**config.mk**
```make
export PLATFORM = sky130hd
export DESIGN_NAME = erase_batch_sched
export DESIGN_NICKNAME = d
export VERILOG_FILES = /design/src/rtl/esched_pkg.sv /design/src/rtl/esched_us_timer.sv /design/src/rtl/esched_pick.sv /design/src/rtl/erase_batch_sched.sv
export SDC_FILE = /design/constraint.sdc
export NUM_CORES = 1
export LEC_CHECK = 0
export ABC_AREA = 1
export BUFFER_PORTS_ARGS = -buffer_cell sky130_fd_sc_hd__buf_2
export CAP_MARGIN = 10
export CORE_MARGIN = 2
export CORE_UTILIZATION = 58
export DETAILED_ROUTE_END_ITERATION = 10
export PLACE_DENSITY = 0.77
export SLEW_MARGIN = 20
export SYNTH_ARGS = -nofsm -noshare
export SYNTH_HDL_FRONTEND = slang
export SYNTH_SLANG_ARGS = --single-unit
export TNS_END_PERCENT = 100
```
**constraint.sdc**
```tcl
create_clock -name clk -period 3.1 [get_ports clk]
set_input_delay 0.62 -clock clk [delete_from_list [all_inputs] [get_ports clk]]
set_output_delay 0.62 -clock clk [all_outputs]
set_load 0.05 [all_outputs]
```
**src/rtl/esched_pkg.sv**
```systemverilog
package esched_pkg;

    typedef enum logic [2:0] {
        ST_IDLE,
        ST_WINDOW,
        ST_SELECT,
        ST_RUN,
        ST_SUSP_WAIT,
        ST_SUSPENDED,
        ST_PROT_HOLD
    } esched_state_e;

    typedef struct packed {
        logic busy;
        logic suspended;
        logic window_open;
        logic erase_phase;
    } esched_flags_t;

    function automatic esched_flags_t flags_of(esched_state_e s);
        esched_flags_t f;
        f = '0;
        case (s)
            ST_WINDOW:    f.window_open = 1'b1;
            ST_SUSPENDED: f.suspended   = 1'b1;
            default: ;
        endcase
        f.busy = (s == ST_WINDOW) || (s == ST_SELECT) || (s == ST_RUN) ||
                 (s == ST_SUSP_WAIT) || (s == ST_PROT_HOLD);
        f.erase_phase = (s == ST_SELECT) || (s == ST_RUN) || (s == ST_SUSP_WAIT) ||
                        (s == ST_SUSPENDED) || (s == ST_PROT_HOLD);
        return f;
    endfunction

    function automatic int unsigned max2(int unsigned a, int unsigned b);
        return (a > b) ? a : b;
    endfunction

endpackage

```
**src/rtl/esched_us_timer.sv**
```systemverilog
module esched_us_timer #(
    parameter int W = 8
) (
    input  logic         clk,
    input  logic         rst,
    input  logic         clr,
    input  logic         tick,
    input  logic [W-1:0] target,
    output logic         hit
);
    logic [W-1:0] cnt;

    always_ff @(posedge clk) begin
        if (rst || clr) begin
            cnt <= '0;
        end else if (tick && (cnt < target)) begin
            cnt <= cnt + W'(1);
        end
    end

    assign hit = tick && (cnt == (target - W'(1)));

    // the count never passes the target it is measuring
    assert_cnt_bound_R3: assert property (@(posedge clk) disable iff (rst)
        (!$past(clr) && $past(target) == target) |-> cnt <= target);

endmodule

```
**src/rtl/esched_pick.sv**
```systemverilog
module esched_pick #(
    parameter int N  = 19,
    parameter int IW = 5
) (
    input  logic [N-1:0]  avail,
    output logic          valid,
    output logic [IW-1:0] idx
);
    logic [N:0]   none_below;
    logic [N-1:0] sel;

    assign none_below[0] = 1'b1;

    for (genvar i = 0; i < N; i++) begin : g_chain
        assign sel[i]          = avail[i] & none_below[i];
        assign none_below[i+1] = none_below[i] & ~avail[i];
    end

    assign valid = ~none_below[N];

    always_comb begin
        idx = '0;
        for (int i = 0; i < N; i++) begin
            if (sel[i]) idx = IW'(i);
        end
    end

    // at most one sector chosen, and a choice exists exactly when one is available
    always_comb begin
        assert_sel_onehot_R6: assert ($onehot0(sel));
        assert_sel_valid_R6: assert (valid == (avail != '0));
    end

endmodule

```
**src/rtl/erase_batch_sched.sv**
```systemverilog
module erase_batch_sched
    import esched_pkg::*;
#(
    parameter int NUM_SECTORS   = 19,
    parameter int WINDOW_US     = 40,
    parameter int SUSP_LAT_US   = 20,
    parameter int RESUME_GAP_US = 400,
    parameter int PROT_HOLD_US  = 100,
    parameter int SUSP_LIMIT    = 1024,
    localparam int IDX_W = (NUM_SECTORS > 1) ? $clog2(NUM_SECTORS) : 1
) (
    input  logic                   clk,
    input  logic                   rst,
    input  logic                   us_tick,
    input  logic                   cmd_sec_erase,
    input  logic [IDX_W-1:0]       cmd_sector,
    input  logic                   cmd_chip_erase,
    input  logic                   cmd_suspend,
    input  logic                   cmd_resume,
    input  logic                   cmd_other,
    input  logic [NUM_SECTORS-1:0] prot_mask,
    input  logic                   eng_done,
    output logic [NUM_SECTORS-1:0] pending,
    output logic                   busy,
    output logic                   suspended,
    output logic                   window_open,
    output logic                   erase_phase,
    output logic                   overuse,
    output logic                   eng_start,
    output logic [IDX_W-1:0]       eng_sector,
    output logic                   eng_abort
);
    localparam int unsigned PH_MAX = max2(max2(WINDOW_US, SUSP_LAT_US), PROT_HOLD_US);
    localparam int TMR_W = $clog2(PH_MAX + 1);
    localparam int GAP_W = $clog2(RESUME_GAP_US + 1);
    localparam int SC_W  = $clog2(SUSP_LIMIT + 2);
    localparam logic [SC_W-1:0] SC_MAX = SC_W'(SUSP_LIMIT + 1);
    localparam logic [NUM_SECTORS-1:0] ONE = NUM_SECTORS'(1);

    esched_state_e st, st_d;
    logic [NUM_SECTORS-1:0] pend_d;
    logic [IDX_W-1:0]       cur_d;
    logic                   erased_any, erased_any_d;
    logic                   susp_req, susp_req_d;
    logic                   resumed_once, resumed_once_d;
    logic                   gap_done, gap_done_d;
    logic [SC_W-1:0]        susp_cnt, susp_cnt_d;
    logic                   start_d, abort_d;
    logic                   restart, gap_clr;

    logic                   sec_ok;
    logic [NUM_SECTORS-1:0] req_bit;
    logic                   pick_valid;
    logic [IDX_W-1:0]       pick_idx;
    logic [TMR_W-1:0]       ph_target;
    logic                   ph_hit, ph_clr, gap_hit, gap_ok, want_susp;
    esched_flags_t          flg;

    assign sec_ok  = (32'(cmd_sector) < NUM_SECTORS);
    assign req_bit = sec_ok ? (ONE << cmd_sector) : '0;
    assign gap_ok  = !resumed_once || gap_done;
    assign want_susp = susp_req || cmd_suspend;

    esched_pick #(.N(NUM_SECTORS), .IW(IDX_W)) u_pick (
        .avail (pending & ~prot_mask),
        .valid (pick_valid),
        .idx   (pick_idx)
    );

    always_comb begin
        case (st)
            ST_WINDOW:    ph_target = TMR_W'(WINDOW_US);
            ST_SUSP_WAIT: ph_target = TMR_W'(SUSP_LAT_US);
            default:      ph_target = TMR_W'(PROT_HOLD_US);
        endcase
    end

    esched_us_timer #(.W(TMR_W)) u_phase (
        .clk    (clk),
        .rst    (rst),
        .clr    (ph_clr),
        .tick   (us_tick),
        .target (ph_target),
        .hit    (ph_hit)
    );

    esched_us_timer #(.W(GAP_W)) u_gap (
        .clk    (clk),
        .rst    (rst),
        .clr    (gap_clr),
        .tick   (us_tick),
        .target (GAP_W'(RESUME_GAP_US)),
        .hit    (gap_hit)
    );

    always_comb begin
        st_d           = st;
        pend_d         = pending;
        cur_d          = eng_sector;
        erased_any_d   = erased_any;
        susp_req_d     = susp_req;
        resumed_once_d = resumed_once;
        gap_done_d     = gap_done || gap_hit;
        susp_cnt_d     = susp_cnt;
        start_d        = 1'b0;
        abort_d        = 1'b0;
        restart        = 1'b0;
        gap_clr        = 1'b0;
        case (st)
            ST_IDLE: begin
                erased_any_d   = 1'b0;
                susp_req_d     = 1'b0;
                resumed_once_d = 1'b0;
                susp_cnt_d     = '0;
                if (cmd_chip_erase) begin
                    pend_d = '1;
                    st_d   = ST_SELECT;
                end else if (cmd_sec_erase && sec_ok) begin
                    pend_d = req_bit;
                    st_d   = ST_WINDOW;
                end
            end
            ST_WINDOW: begin
                if (cmd_suspend) begin
                    st_d = ST_SUSPENDED;
                    if (susp_cnt != SC_MAX) susp_cnt_d = susp_cnt + SC_W'(1);
                end else if (cmd_sec_erase && sec_ok) begin
                    pend_d  = pending | req_bit;
                    restart = 1'b1;
                end else if (cmd_other || cmd_chip_erase || cmd_resume) begin
                    pend_d = '0;
                    st_d   = ST_IDLE;
                end else if (ph_hit) begin
                    st_d = ST_SELECT;
                end
            end
            ST_SELECT: begin
                if (cmd_suspend) susp_req_d = 1'b1;
                if (pick_valid) begin
                    start_d = 1'b1;
                    cur_d   = pick_idx;
                    st_d    = ST_RUN;
                end else if (!erased_any) begin
                    st_d = ST_PROT_HOLD;
                end else begin
                    pend_d = '0;
                    st_d   = ST_IDLE;
                end
            end
            ST_RUN: begin
                if (want_susp && gap_ok) begin
                    abort_d    = 1'b1;
                    susp_req_d = 1'b0;
                    st_d       = ST_SUSP_WAIT;
                end else begin
                    if (cmd_suspend) susp_req_d = 1'b1;
                    if (eng_done) begin
                        pend_d       = pending & ~(ONE << eng_sector);
                        erased_any_d = 1'b1;
                        st_d         = ST_SELECT;
                    end
                end
            end
            ST_SUSP_WAIT: begin
                if (ph_hit) begin
                    st_d = ST_SUSPENDED;
                    if (susp_cnt != SC_MAX) susp_cnt_d = susp_cnt + SC_W'(1);
                end
            end
            ST_SUSPENDED: begin
                if (cmd_resume) begin
                    resumed_once_d = 1'b1;
                    gap_done_d     = 1'b0;
                    gap_clr        = 1'b1;
                    st_d           = ST_SELECT;
                end
            end
            ST_PROT_HOLD: begin
                if (ph_hit) begin
                    pend_d = '0;
                    st_d   = ST_IDLE;
                end
            end
            default: st_d = ST_IDLE;
        endcase
    end

    assign ph_clr = (st_d != st) || restart;

    always_ff @(posedge clk) begin
        if (rst) begin
            st           <= ST_IDLE;
            pending      <= '0;
            eng_sector   <= '0;
            erased_any   <= 1'b0;
            susp_req     <= 1'b0;
            resumed_once <= 1'b0;
            gap_done     <= 1'b0;
            susp_cnt     <= '0;
            eng_start    <= 1'b0;
            eng_abort    <= 1'b0;
        end else begin
            st           <= st_d;
            pending      <= pend_d;
            eng_sector   <= cur_d;
            erased_any   <= erased_any_d;
            susp_req     <= susp_req_d;
            resumed_once <= resumed_once_d;
            gap_done     <= gap_done_d;
            susp_cnt     <= susp_cnt_d;
            eng_start    <= start_d;
            eng_abort    <= abort_d;
        end
    end

    assign flg         = flags_of(st);
    assign busy        = flg.busy;
    assign suspended   = flg.suspended;
    assign window_open = flg.window_open;
    assign erase_phase = flg.erase_phase;
    assign overuse     = (susp_cnt > SC_W'(SUSP_LIMIT));

    // the engine is only started on a queued, unprotected sector
    assert_start_unprot_R6: assert property (@(posedge clk) disable iff (rst)
        eng_start |-> (pending[eng_sector] && !prot_mask[eng_sector]));

    // outside idle and the window no sector is ever added
    assert_no_growth_R12: assert property (@(posedge clk) disable iff (rst)
        (st != ST_IDLE && st != ST_WINDOW) |=> ((pending & ~$past(pending)) == '0));

    // leaving the suspended state needs a resume
    assert_resume_exit_R10: assert property (@(posedge clk) disable iff (rst)
        $fell(suspended) |-> $past(cmd_resume));

    // the overuse flag holds until the batch has ended
    assert_overuse_hold_R13: assert property (@(posedge clk) disable iff (rst)
        (overuse && st != ST_IDLE) |=> overuse);

    // an abort pulse leaves the block busy and not yet suspended
    assert_abort_latency_R9: assert property (@(posedge clk) disable iff (rst)
        eng_abort |-> (busy && !suspended));

endmodule

```
After elaboration in Yosys (flattened, before gate mapping)
Index checks and enable logic that the tools add are counted.

operators by class
  reductions and logical operators = 36
  add/sub/neg operators = 4
  mux-type cells = 68
  bitwise operators = 63
  shift operators = 2
  equal/unequal tests = 21
  order comparisons = 4

operators with widths
  kind                     number
  $mux W19                 11
  $pmux W19 S5             1
  $mux W5                  17
  $mux W3                  13
  $and A19 B19 Y19         2
  $not A19 Y19             2
  $shl A1 B5 Y19 const A   2
  $and A1 B1 Y1            36
  $mux W11                 3
  $pmux W11 S3             1
  $not A1 Y1               22
  $pmux W3 S7              1
  $or A19 B19 Y19          1
  $mux W1                  17
  $logic_or A1 B1 Y1       16
  $ne A2 B2 Y1 const B     8
  $pmux W7 S2              1
  $add A11 B1 Y11 const B  1
  $gt A11 B11 Y1 const B   1
  $ne A11 B11 Y1 const B   1
  $add A9 B1 Y9 const B    1
  $eq A3 B3 Y1 const B     3
  $eq A9 B9 Y1 const B     1
  $lt A9 B9 Y1 const B     1
  22 further kinds         35

storage, ports and cells
  output and inout bits = 31
  logic and storage cells = 210
  register bits after elaboration = 60

Depth between registers and ports, before layout
Gate-level depths: netlist (run 1).

  word-level depth = 26
  mapped depth = 18
  mapped depth without buffers = 18

By module
From an unflattened synthesis (run 1), not the netlist that was laid out.

unflattened totals
  cells, all modules = 914
  area total of the unflattened synthesis = 5353.9 µm²

modules (own cells, without submodules)
  module                     cells each  area an instance (µm²)  times used  sequential area each (µm²)
  erase_batch_sched          537         3149.3                  1           880.8
  esched_us_timer (u_gap)    204         1138.6                  1           180.2
  esched_us_timer (u_phase)  120         747.0                   1           140.1
  esched_pick                53          319.1                   1           0.0

Worst setup path after synthesis (run 1)
Ideal clock, no wire load.

  kind = register to register
  start = register st[0]
  end = register u_phase.cnt[6]
  stages on the path, launching flop included = 13
  arrival = 2.554 ns
  path buffers = 0
  slack = 0.430 ns
  cell sequence = dfxtp_1 -> nand2_2 -> nor2_4 -> inv_2 -> nand2_4 -> ha_1 -> nand2_1 -> o311ai_0 -> nor2_1 -> and3_1 -> nand3_1 -> xor2_1 -> nor2_2

on the way
  word-level cells in the longest chain between the ends = 13

RTL lines
  what                                                 line                                               text
  start, declared                                      erase_batch_sched.sv:40                            esched_state_e st, st_d;
  start signal, assigned                               erase_batch_sched.sv:203                           st <= st_d;
  $eq A3 B3 Y1 / $eq A3 B1 Y1 (equally long branches)  erase_batch_sched.sv:71, erase_batch_sched.sv:109
  $pmux W7 S2                                          erase_batch_sched.sv:71                            case (st)
  $sub A7 B1 Y7                                        esched_us_timer.sv:21                              assign hit = tick && (cnt == (target - W'(1)));
  $eq A7 B7 Y1                                         esched_us_timer.sv:21
  $logic_and A1 B1 Y1                                  esched_us_timer.sv:21
  $mux W3                                              erase_batch_sched.sv:133                           end else if (ph_hit) begin
  $mux W3                                              erase_batch_sched.sv:130                           end else if (cmd_other || cmd_chip_erase || cmd_resume) begin
  $mux W3                                              erase_batch_sched.sv:127                           end else if (cmd_sec_erase && sec_ok) begin
  $mux W3                                              erase_batch_sched.sv:124                           if (cmd_suspend) begin
  $pmux W3 S7                                          erase_batch_sched.sv:109                           case (st)
  $ne A3 B3 Y1                                         erase_batch_sched.sv:188                           assign ph_clr = (st_d != st) || restart;
  $logic_or A1 B1 Y1                                   erase_batch_sched.sv:188
  $logic_or A1 B1 Y1                                   esched_us_timer.sv:14                              if (rst || clr) begin
  end signal, assigned                                 esched_us_timer.sv:17                              cnt <= cnt + W'(1);
  end, declared                                        esched_us_timer.sv:11                              logic [W-1:0] cnt;

Several ways; a longest one is shown, not always the timed one.
A chain may end at the register's enable or synchronous reset.

Worst setup path in the final report (run 1)
  start = register st[0]
  end = register pending[15]

on the way
  word-level cells in the longest chain between the ends = 7

RTL lines
  what                                                 line                                               text
  $eq A3 B3 Y1 / $eq A3 B1 Y1 (equally long branches)  erase_batch_sched.sv:71, erase_batch_sched.sv:109
  $pmux W7 S2                                          erase_batch_sched.sv:71
  $sub A7 B1 Y7                                        esched_us_timer.sv:21
  $eq A7 B7 Y1                                         esched_us_timer.sv:21
  $logic_and A1 B1 Y1                                  esched_us_timer.sv:21
  $ne A2 B2 Y1 (no source line)                        --
  $reduce_and A9 Y1 (no source line)                   --
  end signal, assigned                                 erase_batch_sched.sv:204                           pending <= pend_d;
  end, declared                                        erase_batch_sched.sv:23                            output logic [NUM_SECTORS-1:0] pending,

Several ways; a longest one is shown, not always the timed one.

==> results.ini, run 1 <==
[synthesis]
synth_compound_area_share_pct=19.0
synthXorXnorAreaFrac_pct=2.32
synth-simple-area-share_pct=35.7
post-synth-top-area-fraction_pct=29.3
synth.area.top_cells=dfxtp_1, nand2_1, inv_1, nor2_1, o21ai_0
synth_edf_count=0
yosys.area.top_type=dfxtp_1
netlist_instances=630
synth-seq-cells=60
yosysSeqAreaShare_pct=29.3
ys.flop_type=dfxtp_1
yosysWarnings=0
synth_top_family_by_area=simple AND/OR/NAND/NOR gates
muxShareOfSynthArea_pct=0.244
avgSynthCellArea_um2=6.52
synth_adder_area_share_pct=3.05
async_flop_share_pct=0
syn-num-nets=673
ys_types=52
syn_area_um2=4110

[grt]
antenna_found_initial=0
overflow=0
grt_usage_pct=29.5
grt_pass1_vias=3964
grt_max_degree=30
grt_pass1_wl_mm=18.1

[pwr]
p_per_area_nw_per_um2=958
combinationalPowerShare_pct=56.9
ir_worst_vdd_uv=657
clkPwrFrac_pct=19.0
p_leak_nw=2.02
power_frac_seq_pct=24.2
power_mw=4.59
p_switching_mw=2.39
p_int_mw=2.20
netSwitchingFraction_pct=52.0

[sta]
fmax_ghz=0.367
finClkSkew_ps=8.28
slew_violations=0
worst_pin_slew_ps=547
fin_crit_sh_pct=88.0
relSlewSlack_pct=63.2
fin_setup_tns_ps=0
finalSetupViolCount=0
finalHoldViolCount=0
rsz0062_at_grt=no
fin_crit_ps=2730

[cells_and_area]
fin_nets=742
layout-drive-gt1-share_pct=18.6
final_cells=800
antenna_cells=0
syn_to_final_growth_pct=16.8

[floorplanning]
fp.dieW_um=88.1
rows=30
fp.dieH_um=88.1
start_util_pct=60.1
die-area_um2=7770
core_area_um2=6830
io_pins=64

[clock_tree]
cts_buffers=9
clkLatencyLatePin_ps=340
path_clk_slew_ps=70
cts_setup_buffers=0
cts_resized=0
cts_root_buf=clkbuf_8
cts.path.max_buffers=2
cts_hold_buffers=0
tritoncts=yes
clock_sinks=60
cts.htree.levels=3

[drt]
via_count=4530
drtIter0Drc=398
dr.pass1.iters=5
via_per_inst=5.66
wire_per_inst_um=14.0
route.detailed.drc=0
wirelength_mm=11.2
ant_nets=0

[worst_setup_path]
cpPeakStageDelay_ps=450
critPathLaunchType=register
cp_data_arrival_time_ps=3000
cp_num_buf_inv=4
cp.required_ps=3370
cp_top_family=simple AND/OR/NAND/NOR gates
crit_fanout=29
critPathMostFrequentCell=nand3_1
crit_cells=14
r2r_cells=14
path_cells=nand2_2 -> nor2_4 -> inv_2 -> ha_1 -> nor3b_1 -> o2111ai_2 -> nand3_1 -> inv_1 -> nor3_1 -> nand2_1 -> buf_4 -> clkinv_2 -> nand3_1 -> a21oi_1
cp-end-kind=register
cp_slowest_cell=dfxtp_1
crit_type=reg -> reg

[worst_hold_path]
holdPathStages=2
hold_path_class=reg -> reg

[placed_design]
hpwl_mm=8.51
numPortBuffers=63
dp_cells=784
place_congestion=0.956

[flow_run]
cap_violations=0

[status]
outcome=finished, final reports clean

worst min-delay path, delay by kind of cell (launching register included):
| kind | cells | cell delay, ps |
|---|---|---|
| flops | 1 | 310 |
| compound gates | 1 | 60 |
| simple gates | 1 | 60 |
cell families after synthesis:
| logic type | after synthesis |
|---|---|
| buffers and inverters | 110 |
| muxes | 1 |
| xor gates and xnor gates | 10 |
| and+or+nand+nor | 309 |
| DFF | 60 |
| adders and majority gates | 10 |
| AOI/OAI and AO/OA | 130 |
Yosys cell counts (2+ instances only):
| cell type | number |
|---|---|
| ha_1 | 10 |
| a21oi_1 | 39 |
| a32oi_1 | 13 |
| a211oi_1 | 2 |
| nand2_1 | 99 |
| nor2_4 | 5 |
| nor3b_1 | 5 |
| nand4_1 | 8 |
| clkinv_1 | 3 |
| nor2_2 | 10 |
| nand4_4 | 2 |
| dfxtp_1 | 60 |
| a31oi_1 | 3 |
| xor2_1 | 8 |
| o211ai_1 | 2 |
| a311oi_1 | 2 |
| nor3_1 | 31 |
| a22oi_1 | 2 |
| nand2_2 | 7 |
| inv_2 | 7 |
| inv_1 | 83 |
| nor2_1 | 80 |
| clkbuf_1 | 11 |
| nor4_1 | 4 |
| buf_2 | 2 |
| nand3_1 | 52 |
| o21ai_0 | 55 |
per-layer routing:
layer	part of all wire, %	vias to the layer above	global-route usage (%)
li1	-	2254	-
met5	0	-	0
met3	8.1	19	4.90
met2	44	224	44.7
met1	47	2033	42.9
met4	1.2	0	9.50
layout by cell type, fill, tap and decap left out, drive strengths merged, types with 13 or more instances in the layout:
| master | count |
|---|---|
| a21oi | 41 |
| a32oi | 13 |
| buf | 74 |
| dfxtp | 60 |
| inv | 91 |
| nand2 | 107 |
| nand3 | 53 |
| nor2 | 95 |
| nor3 | 31 |
| o21ai | 55 |
per-stage QoR:
stage	hold WS [ps]	instance area, um2	utilization (%)	worst slack, ps
2_1_floorplan	435	4110	-	430
6_report	475	4790	70.2	372
3_5_place_dp	470	4560	66.7	261
4_1_cts	483	4790	70.2	429
3_3_place_gp	450	4560	66.7	403
5_1_grt	495	4790	70.2	175
power by group through the flow:
stage | sequential (mW) | clock, mW | combinational (mW)
2_1_floorplan | 1.44 | 0 | 1.64
3_3_place_gp | 1.11 | 0 | 2.53
3_5_place_dp | 1.12 | 0 | 2.57
4_1_cts | 1.10 | 0.877 | 2.58
5_1_grt | 1.12 | 0.909 | 2.87
6_report | 1.11 | 0.871 | 2.61
sequential cells by signal (all words and copies together) (netlist names):
signal	count
u_gap.cnt	9
resumed_once	1
gap_done	1
susp_cnt	11
eng_sector	5
susp_req	1
u_phase.cnt	7
eng_abort	1
pending	19
erased_any	1
st	3
eng_start	1
layout make-up:
class	instances	area, um2
fill	615	2040
tap	96	120
inverter	94	354
clock inverter	6	111
clock buffer	10	128
sequential	60	1200
timing repair buffer	74	398
multi-input combinational	460	2480
worst paths after layout:
path / from / to / slack, ps
setup / recovery: st[0]$_SDFF_PP0_ / pending[15]$_SDFFE_PP0P_ / 370
hold / removal: resumed_once$_SDFFE_PP0P_ / resumed_once$_SDFFE_PP0P_ / 480
setup reg to reg: st[0]$_SDFF_PP0_ / pending[15]$_SDFFE_PP0P_ / 370
hold reg to reg: resumed_once$_SDFFE_PP0P_ / resumed_once$_SDFFE_PP0P_ / 480
No activity file was read; power rests on OpenSTA's default activity.
==> inputs of run 2 (changes only) <==
- CORE_UTILIZATION: 58 -> 60
- PLACE_DENSITY: 0.77 -> 0.78
- SYNTH_HIERARCHICAL: unset -> 1
==> results.ini, run 2 <==
[status]
outcome=finished, final reports clean

[grt]
grt_usage_pct=30.8
antenna_found_initial=0
overflow=0
grt_max_degree=50
grt_pass1_wl_mm=25.0
grt_pass1_vias=5611

[synthesis]
yosysWarnings=6
yosys.area.top_type=dfxtp_1
ys.flop_type=dfxtp_1
async_flop_share_pct=0
synth_edf_count=0
synth-seq-cells=60
syn_area_um2=5350
yosysSeqAreaShare_pct=22.4
netlist_instances=914
synth.area.top_cells=dfxtp_1, nand2_1, nand3_1, nor2_1, inv_1
synth_most_common_cell=nand2_1
avgSynthCellArea_um2=5.86
yosys-top-cells-count=nand2_1, nor2_1, inv_1
ys_types=41
post-synth-top-area-fraction_pct=22.4

[drt]
drtIter0Drc=377
wire_per_inst_um=13.0
ant_nets=0
dr.pass1.iters=6
via_per_inst=5.44
wirelength_mm=14.8
via_count=6218
route.detailed.drc=0

[worst_setup_path]
critPathLaunchType=register
rrSetupSlack_ps=190
path_cells=inv_1 -> nor2_1 -> nor2_2 -> nand2_1 -> nor2_2 -> nand4_2 -> nor2_4 -> nand4_4 -> nor2_4 -> nand4_4 -> nor2_4 -> nand3_4 -> o21ai_2 -> nand3_2 -> nor2_2 -> nand2_1 -> nand2_1 -> nand2_1 -> nor2_1 -> nand2_1 -> nor2_4 -> inv_2 -> a21oi_2
r2r-end=u_phase/cnt[6]$_SDFFE_PP0P_
cp_data_arrival_time_ps=3190
cpPeakStageDelay_ps=350
cp.required_ps=3370
cp_top_family=simple AND/OR/NAND/NOR gates
cp-end-kind=register
crit_type=reg -> reg
regToRegStartpoint=pending[0]$_SDFFE_PP0P_
cp_num_buf_inv=2
crit_fanout=5
cp_slowest_cell=dfxtp_2
critPathMostFrequentCell=nand2_1
r2r_cells=23

[cells_and_area]
largest_reg_flops=19
largest-register=pending
syn_to_final_growth_pct=18.6
layout-drive-gt1-share_pct=16.6
final_common_cell=nand2_1
final_cells=1143
largestRegisters=pending x19, susp_cnt x11, u_gap/cnt x9
fin_nets=1086
antenna_cells=0
fillerInstances=775
final_cell_mix=nand2_1, nor2_1, inv_1, nand3_1, buf_2

[clock_tree]
clkLatencyLatePin_ps=340
path_clk_slew_ps=80
cts_root_buf=clkbuf_8
cts_buffers=9
cts_hold_buffers=0
clock_sinks=60
cts.htree.levels=3
cts.path.max_buffers=2
tritoncts=yes

[floorplanning]
die-area_um2=9690
fp.dieW_um=98.5
rows=34
core_area_um2=8680
fp.dieH_um=98.5
io_pins=64
start_util_pct=61.7

[sta]
fin_crit_ps=2910
fin_ws_ps=187
finalHoldViolCount=0
rsz0062_at_grt=yes
finClkSkew_ps=10.6
worst_pin_slew_ps=788
relSlewSlack_pct=47.4
fin_crit_sh_pct=94.0
slew_violations=0
fmax_ghz=0.343
finalSetupViolCount=0

[worst_hold_path]
min_from=resumed_once$_SDFFE_PP0P_
hold_end=resumed_once$_SDFFE_PP0P_
hold_path_class=reg -> reg
holdPathStages=2

[pwr]
combinationalPowerShare_pct=61.7
p_per_area_nw_per_um2=868
p_leak_nw=3.04
clkPwrFrac_pct=17.1
ir_worst_vdd_uv=663
p_int_mw=2.63
netSwitchingFraction_pct=52.2
p_switching_mw=2.88
power_frac_seq_pct=21.2

[placed_design]
hpwl_mm=11.3
dp_cells=1121
place_ws_ps=-234
numPortBuffers=63
place_congestion=0.987

[flow_run]
cap_violations=0

## run 2: cell types whose count changed in the layout (fill, tap and decap cells not counted), sizes merged, moves of 20 or more
cell and delta:
inv +40, nand2 +129, conb +34, buf +20, nand3 +56, nor2 +50
## run 2: power groups by stage
stage / combinational [mW] / clock (mW) / sequential (mW)
2_1_floorplan: 2.10 / 0 / 1.54
3_3_place_gp: 3.13 / 0 / 1.17
3_5_place_dp: 3.20 / 0 / 1.18
4_1_cts: 3.22 / 0.955 / 1.16
5_1_grt: 3.73 / 0.993 / 1.19
6_report: 3.40 / 0.942 / 1.17
## run 2: cell families after synthesis
kind of cell / synth area share [%]
compound gates: 13.0
xor+xnor: 2.94
fa+ha+maj: 5.38
buf+inv: 11.7
flops: 22.4
other cells: 0.140
simple gates: 44.4
## run 2: worst max path at each step
stage | start | endpoint | slack [ps] | cells past startpoint
after detailed placement | prot_mask[0] | u_phase/cnt[6]$_SDFFE_PP0P_ | -230 | 23
after floorplan | st[0]$_SDFF_PP0_ | u_phase/cnt[2]$_SDFFE_PP0P_ | 200 | 25
after CTS | pending[0]$_SDFFE_PP0P_ | u_phase/cnt[6]$_SDFFE_PP0P_ | 0.4 | 23
final | pending[0]$_SDFFE_PP0P_ | u_phase/cnt[6]$_SDFFE_PP0P_ | 190 | 23
after global routing | pending[1]$_SDFFE_PP0P_ | u_phase/cnt[6]$_SDFFE_PP0P_ | -20 | 23
after global placement | prot_mask[0] | u_phase/cnt[3]$_SDFFE_PP0P_ | -70 | 23
## run 2: area by class of cell
class | instances | area, um2 | area share (%)
well taps | 108 | 135 | 2.13
clock inverters | 7 | 139 | 2.19
repair buffers | 94 | 548 | 8.63
multi-input cells | 731 | 3700 | 58.2
clock buffers | 9 | 124 | 1.95
flip-flops and latches | 60 | 1200 | 19.0
inverters | 134 | 503 | 7.92
## run 2: per-layer routing
layer,wire [um],track usage [%],vias up,part of all wire (%)
met5,0,0,-,0
met4,318,10.6,0,2.1
met3,1110,7.02,30,7.5
met2,6960,50.5,238,47
met1,6440,40.1,2788,43
li1,-,-,3162,-
## run 2: tightest hold or removal path: stages (launching register included)
cell,delay (ps)
dfxtp_1,310
nand2_1,60
a21oi_1,50
## run 2: timing repair
action                                  CTS  global route
endpoints found under the setup margin    0            12
gates resized for setup                   0            17
buffers inserted                          0             6
## run 2: per-stage QoR
step	total power, mW	area (um2)	util, %	setup TNS [ps]	hold slack [ps]
final	5.51	6350	73.2	0	462
after global routing	5.91	6350	73.2	-71.9	476
after detailed placement	4.38	5990	69.0	-1170	452
after CTS	5.34	6250	72.1	0	463
after global placement	4.30	5990	69.0	-365	454
after floorplan	3.64	5470	-	0	441
==> inputs of run 3 (changes only) <==
- clock period: 3.1 -> 2.7 ns (I/O delays scaled with it)
==> results.ini, run 3 (same netlist as run 2, synthesis figures left out) <==
[worst_setup_path]
regToRegStartpoint=pending[2]$_SDFFE_PP0P_
cp_top_family=simple AND/OR/NAND/NOR gates
critPathLaunchType=register
cp_num_buf_inv=2
cp_slowest_cell=dfxtp_2
path_cells=inv_2 -> nor2_2 -> nor2_2 -> nand2_1 -> nor2_2 -> nand4_2 -> nor2_4 -> nand4_4 -> nor2_4 -> nand4_4 -> nor2_4 -> nand3_4 -> nor2_1 -> nand2_1 -> nand3_1 -> nor2_1 -> nor2_1 -> nand2_1 -> nor2_1 -> nand2_1 -> nor2_4 -> inv_4 -> a21oi_2
r2r_cells=23
crit_type=reg -> reg
cp_data_arrival_time_ps=3050
cpPeakStageDelay_ps=330
cp.required_ps=2980
cp-end-kind=register
rrSetupSlack_ps=-70
r2r-end=u_phase/cnt[2]$_SDFFE_PP0P_
crit_fanout=5

[cells_and_area]
antenna_cells=0
final_common_cell=nand2_1
syn_to_final_growth_pct=23.9
largestRegisters=pending x19, susp_cnt x11, u_gap/cnt x9
largest-register=pending
final_cell_mix=nand2_1, nor2_1, inv_1, nand3_1, buf_2
fin_area_um2=6630
layout-drive-gt1-share_pct=20.9
final_cells=1170
final_util_pct=76.4
fin_nets=1113
fillerInstances=735
largest_reg_flops=19

[sta]
fin_crit_ps=2770
fin_ws_ps=-68.2
whs_ps=483
finalHoldViolCount=0
fin_crit_sh_pct=103
relSlewSlack_pct=44.7
fin_setup_tns_ps=-463
fmax_ghz=0.361
finClkSkew_ps=6.67
slew_violations=0
worst_pin_slew_ps=829
finalSetupViolCount=12
rsz0062_at_grt=yes

[drt]
route.detailed.drc=0
ant_nets=0
wire_per_inst_um=13.6
via_per_inst=5.42
drtIter0Drc=489
via_count=6345
dr.pass1.iters=5
wirelength_mm=16.0

[pwr]
ir_worst_vdd_uv=721
p_switching_mw=3.57
power_frac_seq_pct=19.8
p_leak_nw=3.17
combinationalPowerShare_pct=66.5
p_per_area_nw_per_um2=1020
netSwitchingFraction_pct=52.7
clkPwrFrac_pct=13.7
p_int_mw=3.21
power_mw=6.78

[worst_hold_path]
min_from=resumed_once$_SDFFE_PP0P_
holdPathStages=2
hold_end=resumed_once$_SDFFE_PP0P_
hold_path_class=reg -> reg

[placed_design]
place_congestion=0.930
dpl_cell_area_um2=6110
numPortBuffers=63
hpwl_mm=11.6
place_ws_ps=-388
dp_cells=1133

[flow_run]
cap_violations=0

[status]
outcome=finished with violations
violations=negative setup slack

[grt]
overflow=0
grt_pass1_wl_mm=25.9
antenna_found_initial=0
grt_usage_pct=32.0
grt_max_degree=50
grt_pass1_vias=5765

[floorplanning]
start_util_pct=61.7
fp.dieW_um=98.5
io_pins=64
core_area_um2=8680
die-area_um2=9690
fp.dieH_um=98.5
rows=34

[clock_tree]
cts_root_buf=clkbuf_8
path_clk_slew_ps=80
cts.htree.levels=3
clock_sinks=60
cts_buffers=9
cts_hold_buffers=0
cts.path.max_buffers=2
clkLatencyLatePin_ps=350
tritoncts=yes

## run 3: changes by cell type in the layout (fill, tap and decap cells not counted), sizes merged
cell	before	now
buf	94	119
bufinv	4	2
clkinvlp	0	1
inv	131	134
## run 3: timing repair
action,4_1_cts,5_1_grt
pin swaps,5,22
buffers inserted,9,9
setup endpoints to repair,26,28
gates resized for setup,4,42
cloned,0,3
## run 3: layout make-up
cell class              count  area, um2  area share (%)
flip-flops and latches     60       1220            18.4
clock buffers               9        124            1.87
well taps                 108        135            2.04
multi-input cells         731       3770            56.8
repair inverters            2       12.5           0.189
repair buffers            119        763            11.5
clock inverters             7       98.8            1.49
inverters                 134        513            7.73
## run 3: power by group through the flow
stage               registers, mW  logic, mW  clock network (mW)
floorplan                    1.77       2.44                   0
detailed placement           1.33       3.81                   0
global route                 1.36       4.90               0.971
CTS                          1.31       3.94               0.936
global placement             1.32       3.72                   0
finish                       1.34       4.51               0.929
## run 3: how the worst max path moves through the flow
stage                                        from                          end  slack (ps)  cells after the start
after CTS                 pending[0]$_SDFFE_PP0P_  u_phase/cnt[0]$_SDFFE_PP0P_          -5                     23
after global routing      pending[2]$_SDFFE_PP0P_  u_phase/cnt[0]$_SDFFE_PP0P_        -300                     23
final                     pending[2]$_SDFFE_PP0P_  u_phase/cnt[2]$_SDFFE_PP0P_         -70                     23
after detailed placement             prot_mask[2]  u_phase/cnt[2]$_SDFFE_PP0P_        -390                     23
after floorplan                      prot_mask[2]  u_phase/cnt[2]$_SDFFE_PP0P_           8                     22
after global placement               prot_mask[2]  u_phase/cnt[3]$_SDFFE_PP0P_        -290                     23
## run 3: worst reg2reg max path: stages (launching register included)
cell	delay, ps
dfxtp_2	330
inv_2	50
nor2_2	40
nor2_2	120
nand2_1	80
nor2_2	140
nand4_2	130
nor2_4	150
nand4_4	100
nor2_4	130
nand4_4	110
nor2_4	130
nand3_4	90
nor2_1	140
nand2_1	100
nand3_1	170
nor2_1	60
nor2_1	80
nand2_1	50
nor2_1	80
nand2_1	90
nor2_4	140
inv_4	70
a21oi_2	110
## run 3: layer usage
layer  GRT usage (%)  vias up  share of wire, %  wire length [um]
li1                -     3212                 -                 -
met1            41.2     2840                43              6810
met2            55.4      258                48              7680
met3            5.46       35               7.2              1150
met4            9.38        0               2.0               326
met5               0        -                 0                 0
